$ cat src/rtl/sci_flag_pkg.sv
package sci_flag_pkg;
  localparam int REG_AW = 2;
  localparam logic [REG_AW-1:0] A_CTRL1 = 2'd0;
  localparam logic [REG_AW-1:0] A_CTRL2 = 2'd1;
  localparam logic [REG_AW-1:0] A_STAT  = 2'd2;
  localparam logic [REG_AW-1:0] A_DATA  = 2'd3;

  // status bit positions
  localparam int S_TXE = 7;
  localparam int S_TXC = 6;
  localparam int S_RXF = 5;
  localparam int S_IDL = 4;
  localparam int S_OVR = 3;
  // control 2 bit positions
  localparam int C_TXEIE = 7;
  localparam int C_TXCIE = 6;
  localparam int C_RXIE  = 5;
  localparam int C_IDLIE = 4;
  localparam int C_TXEN  = 3;
  localparam int C_RXEN  = 2;

  function automatic logic [7:0] pack_status(input logic txe, input logic txc,
                                             input logic rxf, input logic ovr);
    logic [7:0] s;
    s = '0;
    s[S_TXE] = txe;
    s[S_TXC] = txc;
    s[S_RXF] = rxf;
    s[S_OVR] = ovr;
    return s;
  endfunction

  function automatic logic irq_of(input logic [7:0] stat, input logic [7:0] c2);
    return (stat[S_TXE] & c2[C_TXEIE]) | (stat[S_TXC] & c2[C_TXCIE]) |
           ((stat[S_RXF] | stat[S_OVR]) & c2[C_RXIE]) | (stat[S_IDL] & c2[C_IDLIE]);
  endfunction
endpackage

$ cat src/rtl/sci_tx_ctl.sv
module sci_tx_ctl #(
  parameter int DATA_W = 8
) (
  input  logic              clk,
  input  logic              rst_n,
  input  logic              tx_en,
  input  logic              wr_data,
  input  logic [DATA_W-1:0] wdata,
  input  logic              char_tick,
  output logic              txe,
  output logic              txc,
  output logic [DATA_W-1:0] tx_byte,
  output logic              tx_send
);
  logic              busy, pend;
  logic [DATA_W-1:0] pbuf;

  // named events for the assertions
  logic done_ev, accept, launch_wr, hold_wr, launch_pend;
  assign done_ev     = busy & char_tick & tx_en;
  assign accept      = wr_data & txe;
  assign launch_wr   = accept & tx_en & ~busy;
  assign hold_wr     = accept & ~(tx_en & ~busy);
  assign launch_pend = tx_en & pend & ~busy & ~accept;

  always_ff @(posedge clk) begin
    if (!rst_n) begin
      txe <= 1'b1; txc <= 1'b1; busy <= 1'b0; pend <= 1'b0;
      pbuf <= '0; tx_byte <= '0; tx_send <= 1'b0;
    end else begin
      tx_send <= 1'b0;
      if (done_ev) begin
        busy <= 1'b0; txe <= 1'b1; txc <= 1'b1;
      end else if (launch_wr || launch_pend) begin
        tx_byte <= launch_wr ? wdata : pbuf;
        tx_send <= 1'b1;
        busy    <= 1'b1;
        txe     <= 1'b0;
        txc     <= 1'b0;
        pend    <= 1'b0;
      end else if (hold_wr) begin
        pend <= 1'b1;
        pbuf <= wdata;
      end
    end
  end

  p_send_clears_r8: assert property (@(posedge clk) disable iff (!rst_n)
    tx_send |-> (!txe && !txc));
  p_wr_dropped_r9: assert property (@(posedge clk) disable iff (!rst_n)
    (wr_data && !txe) |=> !tx_send);
  p_tick_done_r10: assert property (@(posedge clk) disable iff (!rst_n)
    (busy && char_tick && tx_en) |=> (txe && txc));
  p_tick_frozen_r10: assert property (@(posedge clk) disable iff (!rst_n)
    (busy && !tx_en) |=> !txe);
endmodule

$ cat src/rtl/sci_rx_ctl.sv
module sci_rx_ctl #(
  parameter int DATA_W = 8
) (
  input  logic              clk,
  input  logic              rst_n,
  input  logic              rx_en,
  input  logic              rx_strobe,
  input  logic [DATA_W-1:0] rx_byte,
  input  logic              rd_status,
  input  logic              rd_data,
  output logic              rxf,
  output logic              ovr,
  output logic [DATA_W-1:0] rx_buf
);
  // capture mask: bit 1 receive-full, bit 0 overrun
  logic [1:0] cap;
  logic       acc;
  assign acc = rx_strobe & rx_en;

  always_ff @(posedge clk) begin
    if (!rst_n) begin
      rxf <= 1'b0; ovr <= 1'b0; rx_buf <= '0; cap <= '0;
    end else if (acc) begin
      ovr    <= ovr | rxf;
      rxf    <= 1'b1;
      rx_buf <= rx_byte;
      cap    <= '0;
    end else if (rd_status) begin
      cap <= {rxf, ovr};
    end else if (rd_data) begin
      rxf <= rxf & ~cap[1];
      ovr <= ovr & ~cap[0];
      cap <= '0;
    end
  end

  p_arrival_r3: assert property (@(posedge clk) disable iff (!rst_n)
    acc |=> (rxf && rx_buf == $past(rx_byte)));
  p_overrun_r4: assert property (@(posedge clk) disable iff (!rst_n)
    (acc && rxf) |=> ovr);
  p_clear_r5: assert property (@(posedge clk) disable iff (!rst_n)
    (rd_data && !acc && cap[1]) |=> !rxf);
  p_keep_r5: assert property (@(posedge clk) disable iff (!rst_n)
    (rd_data && !acc && cap == 2'b00) |=> ($stable(rxf) && $stable(ovr)));
  p_ignored_r7: assert property (@(posedge clk) disable iff (!rst_n)
    (rx_strobe && !rx_en) |=> $stable(rx_buf));
endmodule

$ cat src/rtl/sci_flag_ctl.sv
module sci_flag_ctl
  import sci_flag_pkg::*;
#(
  parameter int DATA_W = 8
) (
  input  logic              clk,
  input  logic              rst_n,
  input  logic              bus_rd,
  input  logic              bus_wr,
  input  logic [1:0]        bus_addr,
  input  logic [DATA_W-1:0] bus_wdata,
  output logic [DATA_W-1:0] bus_rdata,
  input  logic              rx_strobe,
  input  logic [DATA_W-1:0] rx_byte,
  input  logic              char_tick,
  output logic [DATA_W-1:0] tx_byte,
  output logic              tx_send,
  output logic              irq
);
  logic [7:0] ctrl1, ctrl2, stat;
  logic txe, txc, rxf, ovr;
  logic [DATA_W-1:0] rx_buf;
  logic rd_status, rd_data, wr_data;

  assign rd_status = bus_rd & (bus_addr == A_STAT);
  assign rd_data   = bus_rd & (bus_addr == A_DATA);
  assign wr_data   = bus_wr & (bus_addr == A_DATA);

  always_ff @(posedge clk) begin
    if (!rst_n) begin
      ctrl1 <= '0; ctrl2 <= '0;
    end else if (bus_wr) begin
      if (bus_addr == A_CTRL1) ctrl1 <= bus_wdata[7:0];
      if (bus_addr == A_CTRL2) ctrl2 <= bus_wdata[7:0];
    end
  end

  sci_tx_ctl #(.DATA_W(DATA_W)) u_tx (
    .clk(clk), .rst_n(rst_n), .tx_en(ctrl2[C_TXEN]), .wr_data(wr_data),
    .wdata(bus_wdata), .char_tick(char_tick), .txe(txe), .txc(txc),
    .tx_byte(tx_byte), .tx_send(tx_send));

  sci_rx_ctl #(.DATA_W(DATA_W)) u_rx (
    .clk(clk), .rst_n(rst_n), .rx_en(ctrl2[C_RXEN]), .rx_strobe(rx_strobe),
    .rx_byte(rx_byte), .rd_status(rd_status), .rd_data(rd_data),
    .rxf(rxf), .ovr(ovr), .rx_buf(rx_buf));

  assign stat = pack_status(txe, txc, rxf, ovr);
  assign irq  = irq_of(stat, ctrl2);

  always_comb begin
    bus_rdata = '0;
    unique case (bus_addr)
      A_CTRL1: bus_rdata[7:0] = ctrl1;
      A_CTRL2: bus_rdata[7:0] = ctrl2;
      A_STAT:  bus_rdata[7:0] = stat;
      default: bus_rdata      = rx_buf;
    endcase
  end

  p_irq_rx_r12: assert property (@(posedge clk) disable iff (!rst_n)
    (rxf && ctrl2[C_RXIE]) |-> irq);
  p_ctrl_wr_r2: assert property (@(posedge clk) disable iff (!rst_n)
    (bus_wr && bus_addr == A_CTRL2) |=> (ctrl2 == $past(bus_wdata[7:0])));
endmodule

$ cat config.mk
export PLATFORM = sky130hd
export DESIGN_NAME = sci_flag_ctl
export DESIGN_NICKNAME = d
export VERILOG_FILES = /design/src/rtl/sci_flag_pkg.sv /design/src/rtl/sci_tx_ctl.sv /design/src/rtl/sci_rx_ctl.sv /design/src/rtl/sci_flag_ctl.sv
export SDC_FILE = /design/constraint.sdc
export NUM_CORES = 1
export LEC_CHECK = 0
export ABC_AREA = 1
export BUFFER_PORTS_ARGS = -buffer_cell sky130_fd_sc_hd__buf_4
export CAP_MARGIN = 20
export CORE_UTILIZATION = 56
export CTS_BUF_LIST = sky130_fd_sc_hd__clkbuf_4 sky130_fd_sc_hd__clkbuf_8
export DETAILED_ROUTE_END_ITERATION = 6
export GPL_TIMING_DRIVEN = 0
export PLACE_DENSITY_LB_ADDON = 0.08
export SLEW_MARGIN = 5
export SYNTH_ARGS = -nofsm -noshare
export SYNTH_HDL_FRONTEND = slang
export SYNTH_SLANG_ARGS = --single-unit
$ cat constraint.sdc
create_clock -name clk -period 1.6 [get_ports clk]
set_input_delay 0.24 -clock clk [delete_from_list [all_inputs] [get_ports clk]]
set_output_delay 0.24 -clock clk [all_outputs]
set_load 0.005 [all_outputs]
; After elaboration in Yosys (flattened, before gate mapping)
; Index checks and enable logic that the tools add are counted.
[word_totals]
output_inout_bits = 18
elab_cells = 72
regBits = 48
[op_classes]
n_bitwise = 30
n_reduce_logical = 13
n_eq_ne = 4
muxes = 13
[ops]
columns = cell, count
row1 = one-hot mux 8 bit (3 select lines), 1
row2 = bitwise AND 1 bit, 19
row3 = AND reduction 2 bit, 5
row4 = 2-to-1 mux 1 bit, 9
row5 = 2-to-1 mux 8 bit, 1
row6 = inverter 1 bit, 8
row7 = nonzero test 2 bit, 3
row8 = == test 2 bit (second input constant), 2
row9 = 2-to-1 mux 2 bit, 2
row10 = OR reduction 2 bit, 2
row11 = bitwise OR 1 bit, 3
row12 = AND reduction 3 bit, 1
row13 = == test 2 x 1 -> 1 bit (second input constant), 1
row14 = zero test 2 bit, 1
row15 = != test 2 x 1 -> 1 bit (second input constant), 1
row16 = logical OR 1 bit, 1

; Depth between registers and ports, before layout
; Gate-level depths: netlist of run 1.
[depth]
ltp_word = 8
mapped_depth = 8
mapped_depth_nobuf = 6

; By module
; Synthesis of run 1 repeated with hierarchy kept, for this count alone.
[hier_totals]
cells_unflattened = 358
area_unflattened_um2 = 2368.5
[by_module_without_submodules]
columns = module, cells_per_inst, area_each_um2, seq_area_each_um2, instances
row1 = sci_tx_ctl, 141, 964.7, 400.4, 1
row2 = sci_flag_ctl, 157, 943.4, 320.3, 1
row3 = sci_rx_ctl, 60, 460.4, 240.2, 1

; Least setup slack after synthesis of run 1
; OpenSTA, ideal clock, no wires.
[synth_path]
kind = reg-to-reg
startpoint = reg u_tx.busy
endpoint = reg u_tx.pbuf[0]
slack_ns = 0.381
path_stages_with_launch = 6
arrival_ns = 1.087
setup_ns = 0.132
t_required_ns = 1.468
path_cell_list = dfxtp_1 inv_2 o21ai_2 nand2_1 nand2_1 a21oi_1
[synth_between]
elab_chain_len = 6
word_cells_on_any_way = 13
cone_classes = 11 x bitwise / 2 x reduce/logical
[synth_lines]
columns = element, line
row1 = from (decl), sci_tx_ctl.sv:15  ; logic busy, pend;
row2 = from (signal assigned), sci_tx_ctl.sv:28  ; txe <= 1'b1; txc <= 1'b1; busy <= 1'b0; pend <= 1'b0;
row3 = from (signal assigned), sci_tx_ctl.sv:33  ; busy <= 1'b0; txe <= 1'b1; txc <= 1'b1;
row4 = from (signal assigned), sci_tx_ctl.sv:37  ; busy <= 1'b1;
row5 = inverter 1 bit, "sci_tx_ctl.sv:22, sci_tx_ctl.sv:23, sci_tx_ctl.sv:24"
row6 = bitwise AND 1 bit (2 in series), sci_tx_ctl.sv:24  ; assign launch_pend = tx_en & pend & ~busy & ~accept;
row7 = logical OR 1 bit, sci_tx_ctl.sv:34  ; end else if (launch_wr || launch_pend) begin
row8 = inverter 1 bit (no source line), n/a
row9 = AND reduction 3 bit (no source line) *, n/a
row10 = to (signal assigned), sci_tx_ctl.sv:43  ; pbuf <= wdata;
row11 = to (decl), sci_tx_ctl.sv:16  ; logic [DATA_W-1:0] pbuf;
; Mark *: on every way between the ends. The rest lies on a longest branch, timed or not.
; A chain may end at the register's enable or synchronous reset.

; Worst setup path after layout of run 1
[layout_path]
startpoint = in bus_addr[1]
endpoint = out bus_rdata[7]
[layout_between]
elab_chain_len = 2
word_cells_on_any_way = 4
cone_classes = 2 x eq/ne / 1 x mux / 1 x reduce/logical
[layout_lines]
columns = element, line
row1 = from (decl), sci_flag_ctl.sv:10  ; input logic [1:0] bus_addr,
row2 = "== test 2 bit, or another cell as far along", sci_flag_ctl.sv:53  ; unique case (bus_addr)
row3 = one-hot mux 8 bit (3 select lines) *, sci_flag_ctl.sv:53
row4 = to (decl), sci_flag_ctl.sv:12  ; output logic [DATA_W-1:0] bus_rdata,
; Marked as above.

==> run_results.csv, run 1 <==
group,metric,value,unit
status,status,"finished clean",
worst_hold_path,hp-class,"primary input to flip-flop",
drt,drt_wl_total,4820,um
drt,ant_nets,0,
yosys,synth_nets,305,
final_layout,multiInputGateArea,969.7,sq um
final_layout,fin_area,0.002522,sq mm
yosys,synthFlopType,"dfxtp_1",
pwr,power_frac_comb,12.1,%
place,io_buffers,39,
grt,grt_pass1_vias,1902,
clocking,cts_num_sinks,48,
clocking,holdBufCountCts,0,
setup_path,r2r_cells,5,
place,dpl-instance-area,0.002432,sq mm
yosys,syn_area,0.002082,sq mm
sta,fin_crit,1.507,ns
sta,hold_viol_final,0,
floorplan,dieArea,0.003966,sq mm
yosys,yosys_warnings,0,
final_layout,drive_above_1_share,19.27,%
pwr,p_int,1662,uW
clocking,numCtsBuffers,5,
grt,grt_max_degree,14,
place,place_congestion,0.8359,
pwr,seq_power_share,57.0,%
final_layout,register_area,960.9,sq um
clocking,cts.repair.resized,0,
pwr,clock_power_share,31.0,%
setup_path,critPathSlowestCell,"nor2_1",
pwr,ir_drop,0.5180,mV
clocking,path_clk_slew,0.08,ns
setup_path,path_buf_inv,2,
sta,finalSetupViolCount,0,
job,cap_violations,0,
drt,firstDrtPassIters,4,
grt,overflow,0,
sta,skew,0.006308,ns
final_layout,fin_cells,373,
setup_path,r2r-end,"u_tx.pbuf[4]$_SDFFE_PN0P_",
setup_path,cp_max_fo,8,
drt,wire_per_inst,12.92,um
setup_path,arrival,1.27,ns
sta,min_period_over_period,94.16,%
final_layout,area_growth,21.15,%
clocking,clock_path_buffers,2,
setup_path,endpoint_kind,"primary output",
pwr,powerDensity,874.3,mW/mm^2
final_layout,layout_common_cells,"nand2_1 (53), dfxtp_1 (48), buf_4 (41)",
final_layout,nFillCells,305,
final_layout,final_common_cell,"nand2_1",
pwr,p_leak,0.001043,uW
yosys,synth-seq-area-share,46.15,%
clocking,h-tree-depth,2,
setup_path,slowest_delay,0.46,ns
grt,grt_use_total,26.15,%
yosys,synth-async-reset-ratio,0,%
drt,drtIter0Drc,162,
final_layout,antenna_cells,0,
setup_path,critPathLaunch,"bus_addr[1]",
setup_path,endpoint,"bus_rdata[7]",
clocking,cts-root-buf,"clkbuf_8",
sta,maxSlewViolCount,0,
yosys,synth.distinct_cells,22,
setup_path,cp.depth,5,
setup_path,critical_path.cell_chain,"buf_2 -> nor2_1 -> nand2_1 -> o2111ai_1 -> buf_4",
setup_path,crit_family,"simple AND/OR/NAND/NOR gates",
floorplan,initial_core_util,60.49,%
grt,grt_pass1_wl,8183,um
clocking,cts_tree,"yes",
clocking,clkLatencyLatePin,0.30,ns
yosys,synthTopCellsByArea,"dfxtp_1 (46%), nand2_1 (9.6%), a21oi_1 (9.1%)",
setup_path,r2r_slack,0.15,ns
floorplan,io-pin-count,42,
final_layout,layout.nets,351,
sta,worst_pin_slew,0.5569,ns
setup_path,r2r-start,"u_tx.busy$_SDFFE_PP0N_",
floorplan,core_area,0.003442,sq mm
drt,num_vias,2097,
yosys,synth.top_cell.area_share,46.15,%
yosys,synthCells,281,
clocking,post-cts-setup-buffers,0,
grt,antenna_found_initial,0,
sta,maxSlewHeadroom,62.73,%
setup_path,worstPathRequired,1.36,ns
drt,remaining_drc_errors,0,
pwr,p_sw,543.5,uW
floorplan,fp.dieH,62.98,um
yosys,syn_avg_cell_area,7.409,sq um
place,hpwl,3581,um
setup_path,start_kind,"primary input",
sta,rsz0062_at_grt,"false",
yosys,synth_edf_count,0,
drt,vias_per_cell,5.622,
sta,finalSetupTns,0,ns
yosys,yosysTopAreaCell,"dfxtp_1",
floorplan,die_w,62.98,um
floorplan,rows,21,
setup_path,worst-setup-path-type,"primary input to primary output",
pwr,swShare,24.64,%
sta,max_freq,663.7,MHz
yosys,ys_ff_latch,48,
place,place_inst,366,
synthesized netlist by cell type (2+ instances only):
| library cell | n |
|---|---|
| nor2_1 | 18 |
| clkinv_1 | 2 |
| nand4_1 | 8 |
| buf_2 | 7 |
| a21oi_1 | 38 |
| nand2_2 | 2 |
| buf_4 | 2 |
| clkbuf_1 | 6 |
| dfxtp_1 | 48 |
| o211ai_1 | 4 |
| o2111ai_1 | 4 |
| inv_1 | 20 |
| o21ai_0 | 27 |
| nand3_1 | 35 |
| nand2_1 | 53 |
power by group through the flow:
stage	sequential [uW]	combinational, uW	clock, uW
after global routing	1260	299	738
after global placement	1280	257	0
after CTS	1260	263	690
after floorplan	1280	150	0
final	1260	266	683
after detailed placement	1280	262	0
cell type report:
class | instances | area share (%)
multi-input cells | 195 | 38.44
repair buffers | 39 | 11.61
clock inverters | 1 | 0.1984
flip-flops and latches | 48 | 38.10
clock buffers | 6 | 3.026
plain buffers | 15 | 2.927
well taps | 46 | 2.282
inverters | 23 | 3.423
worst min path at each step:
stage	from	endpoint	slack (ns)	cells after the start
after global placement	ctrl2[0]$_SDFFE_PN0P_	ctrl2[0]$_SDFFE_PN0P_	0.44	2
after global routing	rx_byte[6]	u_rx.rx_buf[6]$_SDFFE_PN0P_	0.21	3
final	rx_byte[7]	u_rx.rx_buf[7]$_SDFFE_PN0P_	0.19	3
after CTS	rx_byte[6]	u_rx.rx_buf[6]$_SDFFE_PN0P_	0.19	3
after floorplan	bus_wdata[0]	ctrl1[0]$_SDFFE_PN0P_	0.39	2
after detailed placement	ctrl2[0]$_SDFFE_PN0P_	ctrl2[0]$_SDFFE_PN0P_	0.45	2
stage by stage:
step | utilization (%) | hold slack (ns) | power (uW) | setup slack, ns
after floorplan | - | 0.3882 | 1429 | 0.3808
after global placement | 70.67 | 0.4404 | 1540 | 0.1383
after detailed placement | 70.67 | 0.4457 | 1546 | 0.08869
after CTS | 73.03 | 0.1928 | 2210 | 0.07165
after global routing | 73.28 | 0.2120 | 2298 | 0.02162
final | 73.28 | 0.1925 | 2205 | 0.09337
flip-flops by register name, summed over array words and instances (netlist names):
| name | flops |
|---|---|
| ctrl1 | 8 |
| ctrl2 | 8 |
| u_rx.rx_buf | 8 |
| u_tx.pbuf | 8 |
| u_tx.tx_byte | 8 |
| u_rx.cap | 2 |
| u_rx.ovr | 1 |
| u_rx.rxf | 1 |
| u_tx.busy | 1 |
| u_tx.pend | 1 |
| u_tx.tx_send | 1 |
| u_tx.txc | 1 |
worst reg2reg max path: cells and delay by family (launching register included):
family / cells / cell delay (ns)
AOI/OAI and AO/OA: 2 / 0.34
buffers and inverters: 1 / 0.14
DFF: 1 / 0.43
and+or+nand+nor: 2 / 0.41
layer usage:
layer / track usage [%] / share of wire [%] / vias up
met3: 6.022 / 6.7 / 10
met2: 41.40 / 45 / 71
met4: 10.17 / 1.7 / 0
met1: 34.17 / 46 / 972
met5: 0 / 0 / -
li1: - / - / 1044
cells by family after synthesis:
| kind of cell | share of synthesized area (%) |
|---|---|
| buffers and inverters | 7.632 |
| and+or+nand+nor | 26.32 |
| AOI/OAI and AO/OA | 19.89 |
| DFF | 46.15 |
Note: power is estimated with default switching activity, not from simulation.
==> inputs of run 2 (changes only) <==
--- a/config.mk
+++ b/config.mk
@@ -5,7 +5,6 @@
 export SDC_FILE = /design/constraint.sdc
 export NUM_CORES = 1
 export LEC_CHECK = 0
-export ABC_AREA = 1
 export BUFFER_PORTS_ARGS = -buffer_cell sky130_fd_sc_hd__buf_4
 export CAP_MARGIN = 20
 export CORE_UTILIZATION = 56
==> run 2 against run 1 <==
Against the previous run: non-clock buffer count decreased by 1; critical path depth down 3; sequential share of layout area hardly changed; sequential power hardly changed; global-route usage fell by 2.1 points; critical path type is now flip-flop to primary output; wire length is 9.1% lower; utilization about the same.
==> run_results.csv, run 2 <==
group,metric,value,unit
status,status,"finished clean",
sta,hold_viol_final,0,
yosys,ys_ff_latch,48,
grt,grt_pass1_vias,1604,
clocking,clkLatencyLatePin,0.30,ns
setup_path,start_kind,"flip-flop",
floorplan,dieArea,0.003973,sq mm
yosys,synth.most_common_cell,"dfxtp_1",
final_layout,multiInputGateArea,0.001059,sq mm
drt,ant_nets,0,
setup_path,crit_family,"multiplexers",
setup_path,worstPathRequired,1.36,ns
yosys,synthTopCellsByCount,"dfxtp_1 (48), mux2i_1 (28), nor2b_1 (27), nand2_1 (25), o21ai_0 (15)",
yosys,syn_area,0.002086,sq mm
yosys,synthTopCellsByArea,"dfxtp_1 (46%), mux2i_1 (13%), nor2b_1 (8.1%)",
place,io_buffers,40,
yosys,synth_nets,238,
grt,grt_use_total,24.05,%
place,hpwl,3251,um
final_layout,antenna_cells,0,
sta,maxSlewViolCount,0,
yosys,synth-seq-area-share,46.07,%
clocking,cts-root-buf,"clkbuf_8",
clocking,cts_tree,"yes",
final_layout,final_common_cell,"dfxtp_1",
clocking,clock_path_buffers,2,
sta,rsz0062_at_grt,"false",
grt,overflow,0,
yosys,yosysTopAreaCell,"dfxtp_1",
drt,remaining_drc_errors,0,
yosys,yosys_warnings,0,
grt,grt_max_degree,14,
setup_path,slowest_delay,0.47,ns
floorplan,fp.dieH,63.03,um
yosys,synth_edf_count,0,
clocking,path_clk_slew,0.08,ns
sta,min_period_over_period,96.28,%
sta,finalSetupViolCount,0,
grt,grt_pass1_wl,7376,um
final_layout,area_growth,21.00,%
setup_path,cp_max_fo,8,
pwr,ir_drop,0.4715,mV
final_layout,register_area,962.2,sq um
drt,drt_wl_total,4380,um
setup_path,endpoint_kind,"primary output",
clocking,post-cts-setup-buffers,0,
clocking,cts.repair.resized,0,
clocking,cts_num_sinks,48,
floorplan,initial_core_util,60.60,%
final_layout,drive_above_1_share,23.46,%
yosys,synth.top_cell.area_share,46.07,%
place,place_inst,300,
final_layout,layout_common_cells,"dfxtp_1 (47), buf_4 (41), mux2i_1 (28)",
clocking,h-tree-depth,2,
setup_path,critPathSlowestCell,"mux4_2",
final_layout,nFillCells,269,
yosys,synth-async-reset-ratio,0,%
drt,num_vias,1690,
yosys,synthCells,214,
drt,drtIter0Drc,87,
setup_path,path_buf_inv,1,
grt,antenna_found_initial,0,
drt,vias_per_cell,5.523,
job,cap_violations,0,
clocking,numCtsBuffers,5,
yosys,syn_avg_cell_area,9.746,sq um
sta,skew,0.008597,ns
setup_path,worst-setup-path-type,"flip-flop to primary output",
worst_hold_path,hp-class,"primary input to flip-flop",
pwr,powerDensity,853.9,mW/mm^2
place,place_congestion,0.7917,
sta,fin_crit,1.540,ns
pwr,p_leak,0.0009954,uW
floorplan,die_w,63.03,um
yosys,synthFlopType,"dfxtp_1",
drt,firstDrtPassIters,4,
floorplan,io-pin-count,42,
floorplan,rows,21,
clocking,holdBufCountCts,0,
yosys,synth.distinct_cells,31,
setup_path,critical_path.cell_chain,"mux4_2 -> buf_4",
final_layout,layout.nets,284,
pwr,power.total,2155,uW
final_layout,fin_cells,306,
sta,worst_pin_slew,0.5170,ns
sta,finalSetupTns,0,ns
floorplan,core_area,0.003442,sq mm
sta,max_freq,649.1,MHz
setup_path,arrival,1.30,ns
drt,wire_per_inst,14.31,um
sta,maxSlewHeadroom,65.41,%
-- run 2: cell count changes in the layout (fill, tap and decap cells not counted), sizes merged, moves of 9 or more --
cell,before,now
nand3,35,1
a21oi,38,7
nand2,55,26
mux2i,0,28
nor2b,0,27
inv,21,1
o21ai,28,15
nor2,20,11
-- run 2: power breakdown --
group | switching [uW] | total [uW] | internal [uW]
clock | 378 | 693 | 315
sequential | 18.2 | 1240 | 1220
combinational | 104 | 223 | 119
-- run 2: logic make-up (layout without fill, tap and decap cells) --
logic type	Yosys count	after routing	synth area share, %
AO/OA/AOI/OAI	41	41	13.20
AND/OR/NAND/NOR	78	78	19.80
buffers and inverters	15	61	3.179
multiplexers	32	32	17.76
flip-flops	48	48	46.07
-- run 2: worst paths after layout --
| check | startpoint | endpoint | slack (ns) | cells after the start |
|---|---|---|---|---|
| max reg2reg | u_tx.txc$_SDFFE_PP1N_ | u_tx.tx_byte[4]$_SDFFE_PN0P_ | 0.14 | 5 |
| min reg2reg | u_rx.rx_buf[4]$_SDFFE_PN0P_ | u_rx.rx_buf[4]$_SDFFE_PN0P_ | 0.47 | 2 |
| min | rx_byte[7] | u_rx.rx_buf[7]$_SDFFE_PN0P_ | 0.19 | 3 |
| max | ctrl2[3]$_SDFFE_PN0P_ | bus_rdata[3] | 0.06 | 2 |
-- run 2: area by class of cell --
cell class,count,area share [%]
inverter,1,0.1487
multi-input combinational,151,41.94
sequential,48,38.13
timing repair buffer,40,11.90
buffer,13,2.380
clock buffer,6,3.024
tap,46,2.281
clock inverter,1,0.1983
-- run 2: worst min-delay path: stages --
cell and delay, ns:
buf_4 0.10, nand2_1 0.04, a21boi_0 0.06
-- run 2: metrics by stage --
stage	cell area [sq um]	hold slack [ns]	utilization (%)	setup WS, ns
2_1_floorplan	2086	0.3849	-	0.2984
3_5_place_dp	2444	0.4572	70.99	0.006846
3_3_place_gp	2444	0.4518	70.99	0.01717
4_1_cts	2520	0.1923	73.21	0.005442
5_1_grt	2524	0.1949	73.32	0.01909
6_report	2524	0.1860	73.32	0.05951
-- run 2: layer usage --
layer	routed length (um)	track usage (%)	share of wire, %
met1	2074	31.52	47
met2	2076	38.98	47
met3	161	4.562	3.7
met4	68	9.012	1.6
met5	0	0	0
